==> src/rtl/stall_pkg.sv <==
`timescale 1ns/1ps
// Shared constants for the stall accounting unit.
// Assumes a 16-entry general register file and at most two source operands.
package stall_pkg;
    localparam int NUM_REGS  = 16;
    localparam int IDX_W     = $clog2(NUM_REGS);
    localparam int NUM_SRC   = 2;
    localparam int HIT_W     = $clog2(NUM_SRC + 1);
    localparam int LOAD_PEN  = 2;
    localparam int CTI_PEN   = 2;
    localparam int INC_W     = 4;

    typedef logic [IDX_W-1:0]    reg_idx_t;
    typedef logic [NUM_REGS-1:0] reg_mask_t;
endpackage

==> src/rtl/load_scoreboard.sv <==
`timescale 1ns/1ps
// Load-use scoreboard: one bit per register marks the destination of the
// load accepted by the previous instruction. The bit stays set only until
// the next accepted instruction. Counts how many valid sources of the
// current instruction hit the marked register.
// Assumes a single instruction per strobe and in-order issue.
module load_scoreboard
    import stall_pkg::*;
(
    input  logic                          clk,
    input  logic                          rst_n,
    input  logic                          issue_valid,
    input  logic [NUM_SRC-1:0]            src_valid,
    input  logic [NUM_SRC-1:0][IDX_W-1:0] src_idx,
    input  logic                          load_valid,
    input  reg_idx_t                      load_dst,
    output logic [HIT_W-1:0]              hit_count
);
    reg_mask_t          active_mask;
    logic [NUM_SRC-1:0] src_hit;

    // Per-slot comparison of a source index against the marked register
    genvar g;
    generate
        for (g = 0; g < NUM_SRC; g++) begin : g_src
            assign src_hit[g] = src_valid[g] && active_mask[src_idx[g]];
        end
    endgenerate

    // Add up the hits across all source slots
    always_comb begin
        hit_count = '0;
        for (int i = 0; i < NUM_SRC; i++)
            hit_count = hit_count + HIT_W'(src_hit[i]);
    end

    // Move this instruction's load destination into the mask at the boundary
    always_ff @(posedge clk) begin
        if (!rst_n)
            active_mask <= '0;
        else if (issue_valid)
            active_mask <= load_valid ? (reg_mask_t'(1) << load_dst) : '0;
    end

    a_r2_mark_dst: assert property (@(posedge clk) disable iff (!rst_n)
        issue_valid && load_valid |=> active_mask[$past(load_dst)]);
    a_r5_single_mark: assert property (@(posedge clk) disable iff (!rst_n)
        $onehot0(active_mask));
    a_r5_clear_without_load: assert property (@(posedge clk) disable iff (!rst_n)
        issue_valid && !load_valid |=> active_mask == '0);
    a_r6_mask_hold: assert property (@(posedge clk) disable iff (!rst_n)
        !issue_valid |=> $stable(active_mask));
endmodule

==> src/rtl/sat_counter.sv <==
`timescale 1ns/1ps
// Saturating accumulator: adds a small increment when enabled and
// clamps at the all-ones value.
// Assumes INC_W <= CNT_W.
module sat_counter #(
    parameter int CNT_W = 32,
    parameter int INC_W = 4
) (
    input  logic             clk,
    input  logic             rst_n,
    input  logic             inc_en,
    input  logic [INC_W-1:0] inc,
    output logic [CNT_W-1:0] count
);
    localparam logic [CNT_W-1:0] MAX_VAL = '1;

    logic [CNT_W:0] sum;

    // Widened sum so the carry-out shows an overflow
    always_comb sum = {1'b0, count} + (CNT_W+1)'(inc);

    // Accumulate, clamping at the maximum
    always_ff @(posedge clk) begin
        if (!rst_n)
            count <= '0;
        else if (inc_en)
            count <= sum[CNT_W] ? MAX_VAL : sum[CNT_W-1:0];
    end

    a_r10_no_wrap: assert property (@(posedge clk) disable iff (!rst_n)
        count == MAX_VAL |=> count == MAX_VAL);
    a_r10_monotonic: assert property (@(posedge clk) disable iff (!rst_n)
        1'b1 |=> count >= $past(count));
    a_r6_hold: assert property (@(posedge clk) disable iff (!rst_n)
        !inc_en |=> $stable(count));
endmodule

==> src/rtl/stall_monitor.sv <==
`timescale 1ns/1ps
// Top of the stall accounting unit. It takes one instruction descriptor
// per strobe, charges load-use stalls from the scoreboard and branch
// penalties from the transfer flags, and keeps four saturating counters.
// Assumes the descriptor fields are meaningful only while issue_valid is high.
module stall_monitor
    import stall_pkg::*;
#(
    parameter int CNT_W = 32
) (
    input  logic             clk,
    input  logic             rst_n,
    input  logic             issue_valid,
    input  logic             src0_valid,
    input  logic [3:0]       src0_idx,
    input  logic             src1_valid,
    input  logic [3:0]       src1_idx,
    input  logic             load_valid,
    input  logic [3:0]       load_dst,
    input  logic             cti,
    input  logic             cti_taken,
    output logic [CNT_W-1:0] load_stall_cycles,
    output logic [CNT_W-1:0] branch_stall_cycles,
    output logic [CNT_W-1:0] taken_count,
    output logic [CNT_W-1:0] untaken_count
);
    logic [HIT_W-1:0] hit_count;
    logic [INC_W-1:0] load_inc;
    logic             taken_ev;
    logic             untaken_ev;

    load_scoreboard u_sb (
        .clk         (clk),
        .rst_n       (rst_n),
        .issue_valid (issue_valid),
        .src_valid   ({src1_valid, src0_valid}),
        .src_idx     ({src1_idx, src0_idx}),
        .load_valid  (load_valid),
        .load_dst    (load_dst),
        .hit_count   (hit_count)
    );

    // Turn hit count into cycles, and decode the branch outcome
    always_comb begin
        load_inc   = INC_W'(hit_count) * INC_W'(LOAD_PEN);
        taken_ev   = issue_valid && cti && cti_taken;
        untaken_ev = issue_valid && cti && !cti_taken;
    end

    sat_counter #(.CNT_W(CNT_W), .INC_W(INC_W)) u_load_cnt (
        .clk (clk), .rst_n (rst_n), .inc_en (issue_valid),
        .inc (load_inc), .count (load_stall_cycles));

    sat_counter #(.CNT_W(CNT_W), .INC_W(INC_W)) u_br_cnt (
        .clk (clk), .rst_n (rst_n), .inc_en (taken_ev),
        .inc (INC_W'(CTI_PEN)), .count (branch_stall_cycles));

    sat_counter #(.CNT_W(CNT_W), .INC_W(INC_W)) u_tk_cnt (
        .clk (clk), .rst_n (rst_n), .inc_en (taken_ev),
        .inc (INC_W'(1)), .count (taken_count));

    sat_counter #(.CNT_W(CNT_W), .INC_W(INC_W)) u_ut_cnt (
        .clk (clk), .rst_n (rst_n), .inc_en (untaken_ev),
        .inc (INC_W'(1)), .count (untaken_count));

    a_r1_reset_clear: assert property (@(posedge clk)
        !rst_n |=> load_stall_cycles == '0 && branch_stall_cycles == '0
                   && taken_count == '0 && untaken_count == '0);
    a_r7_taken_step: assert property (@(posedge clk) disable iff (!rst_n)
        taken_ev && taken_count != '1 |=> taken_count == $past(taken_count) + 1'b1);
    a_r8_no_cti_no_branch: assert property (@(posedge clk) disable iff (!rst_n)
        !(issue_valid && cti) |=> $stable(taken_count) && $stable(untaken_count)
                                  && $stable(branch_stall_cycles));
    a_r6_idle_hold: assert property (@(posedge clk) disable iff (!rst_n)
        !issue_valid |=> $stable(load_stall_cycles) && $stable(branch_stall_cycles));
endmodule

==> config.mk <==
export PLATFORM = sky130hd
export DESIGN_NAME = stall_monitor
export DESIGN_NICKNAME = d
export VERILOG_FILES = /design/src/rtl/stall_pkg.sv /design/src/rtl/load_scoreboard.sv /design/src/rtl/sat_counter.sv /design/src/rtl/stall_monitor.sv
export SDC_FILE = /design/constraint.sdc
export NUM_CORES = 1
export LEC_CHECK = 0
export CORE_MARGIN = 2
export CORE_UTILIZATION = 45
export DETAILED_ROUTE_END_ITERATION = 12
export PLACE_DENSITY = 0.74
export SYNTH_ARGS = -nofsm -noshare
export SYNTH_HDL_FRONTEND = slang
export SYNTH_SLANG_ARGS = --single-unit
==> constraint.sdc <==
create_clock -name clk -period 10 [get_ports clk]
set_input_delay 2.5 -clock clk [delete_from_list [all_inputs] [get_ports clk]]
set_output_delay 2.5 -clock clk [all_outputs]
set_load 0.03 [all_outputs]
=== Yosys cells after proc, flatten, opt, wreduce, memory -nomap -nowiden ===
Index checks and enable logic that the tools add are counted.
W data, S select, Z words.

* Flip-flop bits (word level): 144
* Input bits: 20
* Output and inout bits: 128
* Word-level logic and storage cells: 28

* Add/sub/neg operators: 5
* Magnitude comparators: 2
* Shift-type cells: 1
* Multiplexer cells: 9
* Reductions and logical operators: 6

{| class="wikitable"
|+ Operators by type and width
! cell !! count
|-
| $mux W32 || 4
|-
| $add A32 B1 Y33 const B || 2
|-
| $add A32 B2 Y33 const B || 1
|-
| $add A32 B3 Y33 || 1
|-
| $mux W16 || 1
|-
| $shl A1 B4 Y16 const A || 1
|-
| $lt A4 B5 Y1 const B || 2
|-
| $bmux W1 S4 || 2
|-
| $logic_and A1 B1 Y1 || 5
|-
| $add A1 B1 Y2 || 1
|-
| $mux W1 || 2
|-
| $logic_not A1 Y1 || 1
|}

=== Depth between registers and ports, before layout ===
Gate-level depths: netlist of run 1.

* Word-level depth: 6
* Mapped depth: 13
* Depth with buffers taken out: 12

=== Cells and area by module ===
A second synthesis of run 1 with hierarchy kept.

* Cell total of the unflattened synthesis: 873
* Area total of the unflattened synthesis: 7754.9 um^2

{| class="wikitable"
|+ Modules (own cells, without submodules)
! module !! instances !! cells an instance !! area each (um^2) !! sequential area each (um^2)
|-
| sat_counter (u_br_cnt ...) || 3 || 186 || 1669.1 || 640.6
|-
| sat_counter (u_load_cnt) || 1 || 197 || 1731.7 || 640.6
|-
| load_scoreboard || 1 || 114 || 992.2 || 320.3
|-
| stall_monitor || 1 || 4 || 23.8 || 0.0
|}

=== Worst setup path before layout of run 1 ===
Ideal clock, no wire load.

* Path type: input to register
* From: input src0_idx[0]
* To: register u_load_cnt.count[31]
* Setup time: 0.115 ns
* Data arrival time: 5.475 ns
* Data required time: 9.885 ns
* Path slack: 4.409 ns
* Stages: 13
* Cell sequence: mux4_2 mux4_2 and2_1 ha_1 ha_1 inv_1 fa_1 nand4b_1 or2_1 clkbuf_1 nor3_1 nand4b_1 and3_1

* Word-level cells in the longest chain between the ends: 6

{| class="wikitable"
|+ Ends and longest elaborated chain
! item !! RTL line !! RTL
|-
| start, declared || stall_monitor.sv:15 || <nowiki>input logic [3:0] src0_idx,</nowiki>
|-
| $bmux W1 S4 || load_scoreboard.sv:26 || <nowiki>assign src_hit[g] = src_valid[g] && active_mask[src_idx[g]];</nowiki>
|-
| $mux W1 (not written as such) || load_scoreboard.sv:26 ||
|-
| $logic_and A1 B1 Y1 || load_scoreboard.sv:26 ||
|-
| $add A1 B1 Y2 || load_scoreboard.sv:34 || <nowiki>hit_count = hit_count + HIT_W'(src_hit[i]);</nowiki>
|-
| $add A32 B3 Y33 || sat_counter.sv:20 || <nowiki>always_comb sum = {1'b0, count} + (CNT_W+1)'(inc);</nowiki>
|-
| $mux W32 || sat_counter.sv:27 || <nowiki>count <= sum[CNT_W] ? MAX_VAL : sum[CNT_W-1:0];</nowiki>
|-
| end signal, assigned || sat_counter.sv:27 ||
|-
| end, declared || sat_counter.sv:13 || <nowiki>output logic [CNT_W-1:0] count</nowiki>
|}

Every way passes these cells. The select of a mux whose other input is x is not followed.
A chain may end at the register's enable or synchronous reset.

=== Final worst setup path of run 1 ===
* From: input src0_idx[0]
* To: register u_load_cnt.count[27]

The elaborated chain is that of the path after synthesis.

==> run metrics, run 1 <==
post-synth top area share around two fifths; status finished, final reports clean; Core Region around 15,000 um2; via count about 6,400; register area share after synthesis a little over two fifths; drt total wl between 15,000 and 20,000 um; CTS Buffer Depth 2; Synth-to-Final Area Change 30.2%; Fin Clk Skew slightly below 0.009 ns; register-to-register setup slack 5.80 ns; CP Launch Type input port; CTS tree yes; worst hold stages 2; DRC 0; Critical Path RT a little over 10 ns; H-Tree Depth 4; Max FO, Critical Path 27; CTS buffer count 17; Fillers 1,350; period utilisation layout approximately two thirds; Synth area leaders dfxtp_1 (42%), a21oi_1 (9.3%), xor2_1 (6.3%), xnor2_1 (5.7%), nand4_1 (3.7%); leakage power just under 3 nW; VDD IR max ~0.11 mV; Setup TNS 0 ns; final setup fails 0; placed cell area 8450 um2; share of post-route cells with drive strength above 1 5.47%; Worst-Skew Late Latency between 0.4 and 0.5 ns; ys flop type dfxtp_1; WL/cell approximately 16 um; Final ANT Viol Nets 0; hold buffer count at cts 0; Slew headroom roughly a quarter; GRT Overall Usage approximately 22%; synth unique cells between 50 and 60; worst-path cell chain clkdlybuf4s50_1 > mux4_2 > mux4_2 > and2_1 > ha_1 > ha_1 > a21oi_1 > or3_1 > nor3_4 > nand3_1 > a21oi_1; 1st-iter DRT viols approximately 420; nets between 900 and 1,000; area leader, netlist dfxtp_1; Synth warnings 0; post-synth design cell area 6910 um2; Initial Utilization between 40% and 50%; #FFs+latches synth 144; first-pass GRT wire length between 20,000 and 30,000 um; WS Path Type input port to flop; First-pass DRT Iterations 5; largest net degree at the start of global routing 86; I/O Buffers 147; HPWL after detailed placement roughly 12,000 um; Die X 128 um; Power per Cell Area 134 nW/um2; RSZ-0062 raised after global routing false; Overflow after GRT 0; Worst Max-Slew Pin Slew 1.15 ns; Final Hold Fails 0; Critical Path AT a little under 7 ns; largest stage delay on the critical path ~0.84 ns; vias in the first global route 5,775; HP Class flop to flop; Sink Count roughly 140; # IOs ~150; slowest CP cell nand3_1; Max Cap Viol 0; Post-Synthesis Cells about 800; CTS root buf clkbuf_16; vias per cell ~5.7; DIE AREA ~16,000 um2; Worst setup EP type flop; setup bufs post-CTS 0; Reg clk slew, reported paths 0.05 ns; Die Y 128 um; Post-synth EDFFs 0; Register-to-Register Path Depth 10; Syn Area/Cell ~9 um2; # resized after CTS 0; Max Freq between 150 and 200 MHz; share of flip-flops with an asynchronous set or reset 0%; Rows between 40 and 50; syn nets between 800 and 900; Placer Congestion between 0.8 and 0.9; minimum clock period around 6.6 ns; post-layout instance area about 9000 um2; antenna violations before repair 0; antenna cells 0; fin. max-slew vios 0
-- sequential cells by signal, indices dropped and copies added, names as in the netlist --
register,count
u_load_cnt.count,32
u_ut_cnt.count,32
u_tk_cnt.count,32
u_sb.active_mask,16
u_br_cnt.count,32
-- power breakdown --
part | leakage (nW) | internal, W | total (W) | switching [W]
combinational | 1.46 | 0.0000152 | 0.0000404 | 0.0000252
clock | 0.267 | 0.000359 | 0.000588 | 0.000230
sequential | 1.16 | 0.000576 | 0.000579 | 0.00000287
total | 2.89 | 0.000950 | 0.00121 | 0.000258
-- worst max-delay path: cells and delay by family --
family	cells	cell delay, ns
AND/OR/NAND/NOR	4	1.86
multiplexers	2	1.00
buffers and inverters	1	0.62
adder cells (fa/ha/maj)	2	0.47
AO/OA/AOI/OAI	2	0.47
-- metrics by stage --
| step | hold slack (ns) | util [%] | setup WS [ns] | cells | power, W |
|---|---|---|---|---|---|
| 2_1_floorplan | 0.470 | - | 4.41 | 789 | 0.000613 |
| 3_3_place_gp | 0.435 | 56.0 | 3.06 | 1089 | 0.000631 |
| 3_5_place_dp | 0.437 | 56.0 | 2.93 | 1089 | 0.000632 |
| 4_1_cts | 0.445 | 59.6 | 3.39 | 1120 | 0.00122 |
| 5_1_grt | 0.480 | 59.6 | 3.15 | 1120 | 0.00125 |
| 6_report | 0.444 | 59.6 | 3.38 | 1120 | 0.00121 |
-- metal layers --
| layer | routed length [um] | track usage (%) | up-vias |
|---|---|---|---|
| met5 | 0 | 0 | - |
| met4 | 247 | 7.76 | 0 |
| met3 | 963 | 5.47 | 18 |
| met2 | 8350 | 33.8 | 176 |
| met1 | 8270 | 29.6 | 3081 |
| li1 | - | - | 3146 |
-- cells in the mapped netlist, types with 4 or more instances --
cell type,number
mux4_2,10
and3_1,11
or3_1,6
nand3_1,40
nor2_1,55
ha_1,6
nor3_1,31
a41o_1,4
nand2_1,49
nand4b_1,4
inv_1,18
xor2_1,50
a31oi_1,9
dfxtp_1,144
nor4_1,20
xnor2_1,45
and4_1,12
clkbuf_1,29
a21oi_1,128
o21ai_0,15
nand4_1,41
and2_1,6
-- cells by family after synthesis --
family                     count (synthesis)  synth area share [%]
and+or+nand+nor                          300                  23.8
adders and majority gates                  7                  1.38
muxes                                     13                  3.70
xor gates and xnor gates                  95                  12.0
DFF                                      144                  41.7
buffers and inverters                     58                  3.69
AOI/OAI and AO/OA                        172                  13.7
-- cells in the final DEF (no fill, tap or decap), drive strengths merged, types with 3 or more instances in the layout --
master	instances
clkdlybuf4s50	147
dfxtp	144
a21oi	128
nor2	55
xor2	50
nand2	49
xnor2	45
nand4	43
nand3	42
nor3	32
clkbuf	25
nor4	20
inv	19
o21ai	15
and4	14
and3	13
mux4	10
a31oi	9
or3	7
and2	6
ha	6
clkinv	6
a41o	4
nand4b	4
or4	3
mux2i	3
o311a	3
a311oi	3
nand2b	3
or2	3
-- worst paths after layout --
| kind | from | end |
|---|---|---|
| max | src0_idx[0] | u_load_cnt.count[27] |
| min reg2reg | u_load_cnt.count[0] | u_load_cnt.count[0] |
| min | u_load_cnt.count[0] | u_load_cnt.count[0] |
| max reg2reg | u_sb.active_mask[15] | u_load_cnt.count[27] |
-- area by class of cell --
cell class              instances  area (um2)  share of cell area, %
multi-input cells             587        3770                   41.9
flip-flops and latches        144        2880                   32.0
repair buffers                148        1480                   16.4
clock buffers                  25         485                   5.40
well taps                     188         235                   2.61
inverters                      22        86.3                  0.960
clock inverters                 6        57.6                  0.640
Power figures use the tool's default switching activity.
==> inputs of run 2 (changes only) <==
- PLACE_DENSITY: 0.74 -> 0.77
- clock period: 10 -> 5.9 ns (I/O delays scaled with it)
==> run 2 against run 1 <==
Critical path depth is 2 higher. First-iteration DRC count fell by 2.4%. Utilization increased by 0.57 points. Via count is 0.72% higher. Flip-flop and latch count unchanged. Die area did not move. Combinational power up 71%. Largest cell class unchanged.
==> run metrics, run 2 (synthesis results as in run 1) <==
Worst-Skew Late Latency 0.43 ns; Final ANT Viol Nets 0; hold buffer count at cts 0; worst hold stages 2; Die Y approximately 130 um; drt total wl roughly 17,000 um; HP Class flop to flop; Power per Cell Area between 200 and 250 nW/um2; period utilisation layout a little under nine tenths; Register-to-Register Path Depth 12; Setup TNS 0 ns; Setup WS pre-CTS 0.422 ns; via count 6,467; # IOs roughly 150; Die X ~130 um; Clk pwr share about 50%; antenna violations before repair 0; Final Hold Fails 0; RSZ-0062 raised after global routing false; first-pass GRT wire length between 20,000 and 30,000 um; post-layout instance area between 9000 and 10,000 um2; Seq pwr share ~46%; Min Hold Slack ~0.45 ns; 1st-iter DRT viols between 400 and 500; Max Freq between 150 and 200 MHz; Rows 45; # resized after CTS 0; largest net degree at the start of global routing 92; Hold Path Origin u_br_cnt.count[0]; HPWL after detailed placement about 12,000 um; CTS buffer count 17; Gate power share roughly 3.2%; CTS Buffer Depth 2; Initial Utilization 45.8%; Fillers 1,356; First-pass DRT Iterations 5; register-to-register setup slack roughly 2.3 ns; nets between 900 and 1,000; Power Total 0.00215 W; Pint 0.00169 W; Psw between 0.0004 and 0.0005 W; GRT Overall Usage about a fifth; Worst Max-Slew Pin Slew between 0.9 and 1 ns; Overflow after GRT 0; VDD IR max 0.196 mV; PnR worst setup slack about 0.87 ns; vias in the first global route around 5,800; buffers and inverters on the worst path 2; hold endpoint u_br_cnt.count[0]; RR Startpoint u_sb.active_mask[15]; Max FO, Critical Path 8; vias per cell 5.75; family with the most delay on the worst path simple AND/OR/NAND/NOR gates; placed cell area approximately 8500 um2; slowest CP cell clkdlybuf4s50_1; final setup fails 0; Critical Path RT 6.16 ns; Core Region approximately 15,000 um2; antenna cells 0; Critical Path AT 5.30 ns; most common cell after layout, fill and taps aside clkdlybuf4s50_1; share of post-route cells with drive strength above 1 slightly above 6%; switching share of power roughly 21%; Sink Count 144; Slew headroom 34.4%; worst-path cell chain clkdlybuf4s50_1 > mux4_2 > mux4_2 > and2_1 > ha_1 > ha_1 > inv_1 > fa_1 > nand4b_1 > or2_1 > nor4_1 > xnor2_1 > a21oi_1; CTS tree yes; WS Path Type input port to flop; DIE AREA about 16,000 um2; setup bufs post-CTS 0; Placer Congestion between 0.8 and 0.9; Synth-to-Final Area Change 31.5%; CTS root buf clkbuf_16; Worst setup EP type flop; status finished, final reports clean; minimum clock period roughly 5.0 ns; CP Launch Type input port; largest stage delay on the critical path just over 0.6 ns; commonest cells after routing, fill and taps aside clkdlybuf4s50_1 (147), dfxtp_1 (144), a21oi_1 (128); leakage power just under 3 nW; WL/cell around 15 um; DRC 0; Reg clk slew, reported paths approximately 0.060 ns; Fin Clk Skew ~0.01 ns; Max Cap Viol 0; reg2reg end u_load_cnt.count[29]; WP depth 13; fin. max-slew vios 0; H-Tree Depth 4; I/O Buffers between 100 and 150
## run 2: cell count changes in the layout (fill, tap and decap cells not counted)
cell        before  now
buf_4            1    5
bufinv_16        1    3
clkbuf_1         5    3
clkbuf_8         3    2
clkinv_2         4    3
clkinvlp_4       1    4
## run 2: how the worst max path moves through the flow
stage | start | end
2_1_floorplan | src0_idx[0] | u_load_cnt.count[31]
3_3_place_gp | src0_idx[0] | u_load_cnt.count[27]
3_5_place_dp | src1_idx[0] | u_load_cnt.count[29]
4_1_cts | src1_idx[0] | u_load_cnt.count[29]
5_1_grt | src1_idx[0] | u_load_cnt.count[29]
6_report | src1_idx[0] | u_load_cnt.count[29]
## run 2: final cells by class
type / instances / area [um2] / share of cell area (%)
Multi-Input combinational cell: 587 / 3770 / 41.5
Sequential cell: 144 / 2880 / 31.7
Timing Repair Buffer: 152 / 1510 / 16.6
Clock buffer: 22 / 464 / 5.11
Tap cell: 188 / 235 / 2.59
Clock inverter: 10 / 135 / 1.49
Inverter: 22 / 86.3 / 0.951
## run 2: per-stage QoR
stage | utilization (%) | std cells
final | 60.2 | 1125
after detailed placement | 56.2 | 1093
after CTS | 60.2 | 1125
after global placement | 56.2 | 1093
after global routing | 60.2 | 1125
after floorplan | - | 789
## run 2: power by group through the flow
stage	Combinational (W)	Sequential [W]	Clock, W
after global routing	0.0000751	0.000981	0.00115
after CTS	0.0000694	0.000981	0.00111
final	0.0000692	0.000981	0.00110
after detailed placement	0.0000690	0.00100	0
after floorplan	0.0000330	0.00101	0
after global placement	0.0000684	0.00100	0
## run 2: routing by layer
layer	share of wire, %	global-route usage (%)	vias up
met2	46	33.0	216
met5	0	0	-
met1	46	28.4	3069
li1	-	-	3146
met3	5.4	4.63	36
met4	2.5	9.57	0
## run 2: tightest hold or removal path, stage by stage (launching register included)
cell,delay [ns]
dfxtp_1,0.31
inv_1,0.05
a21oi_1,0.05
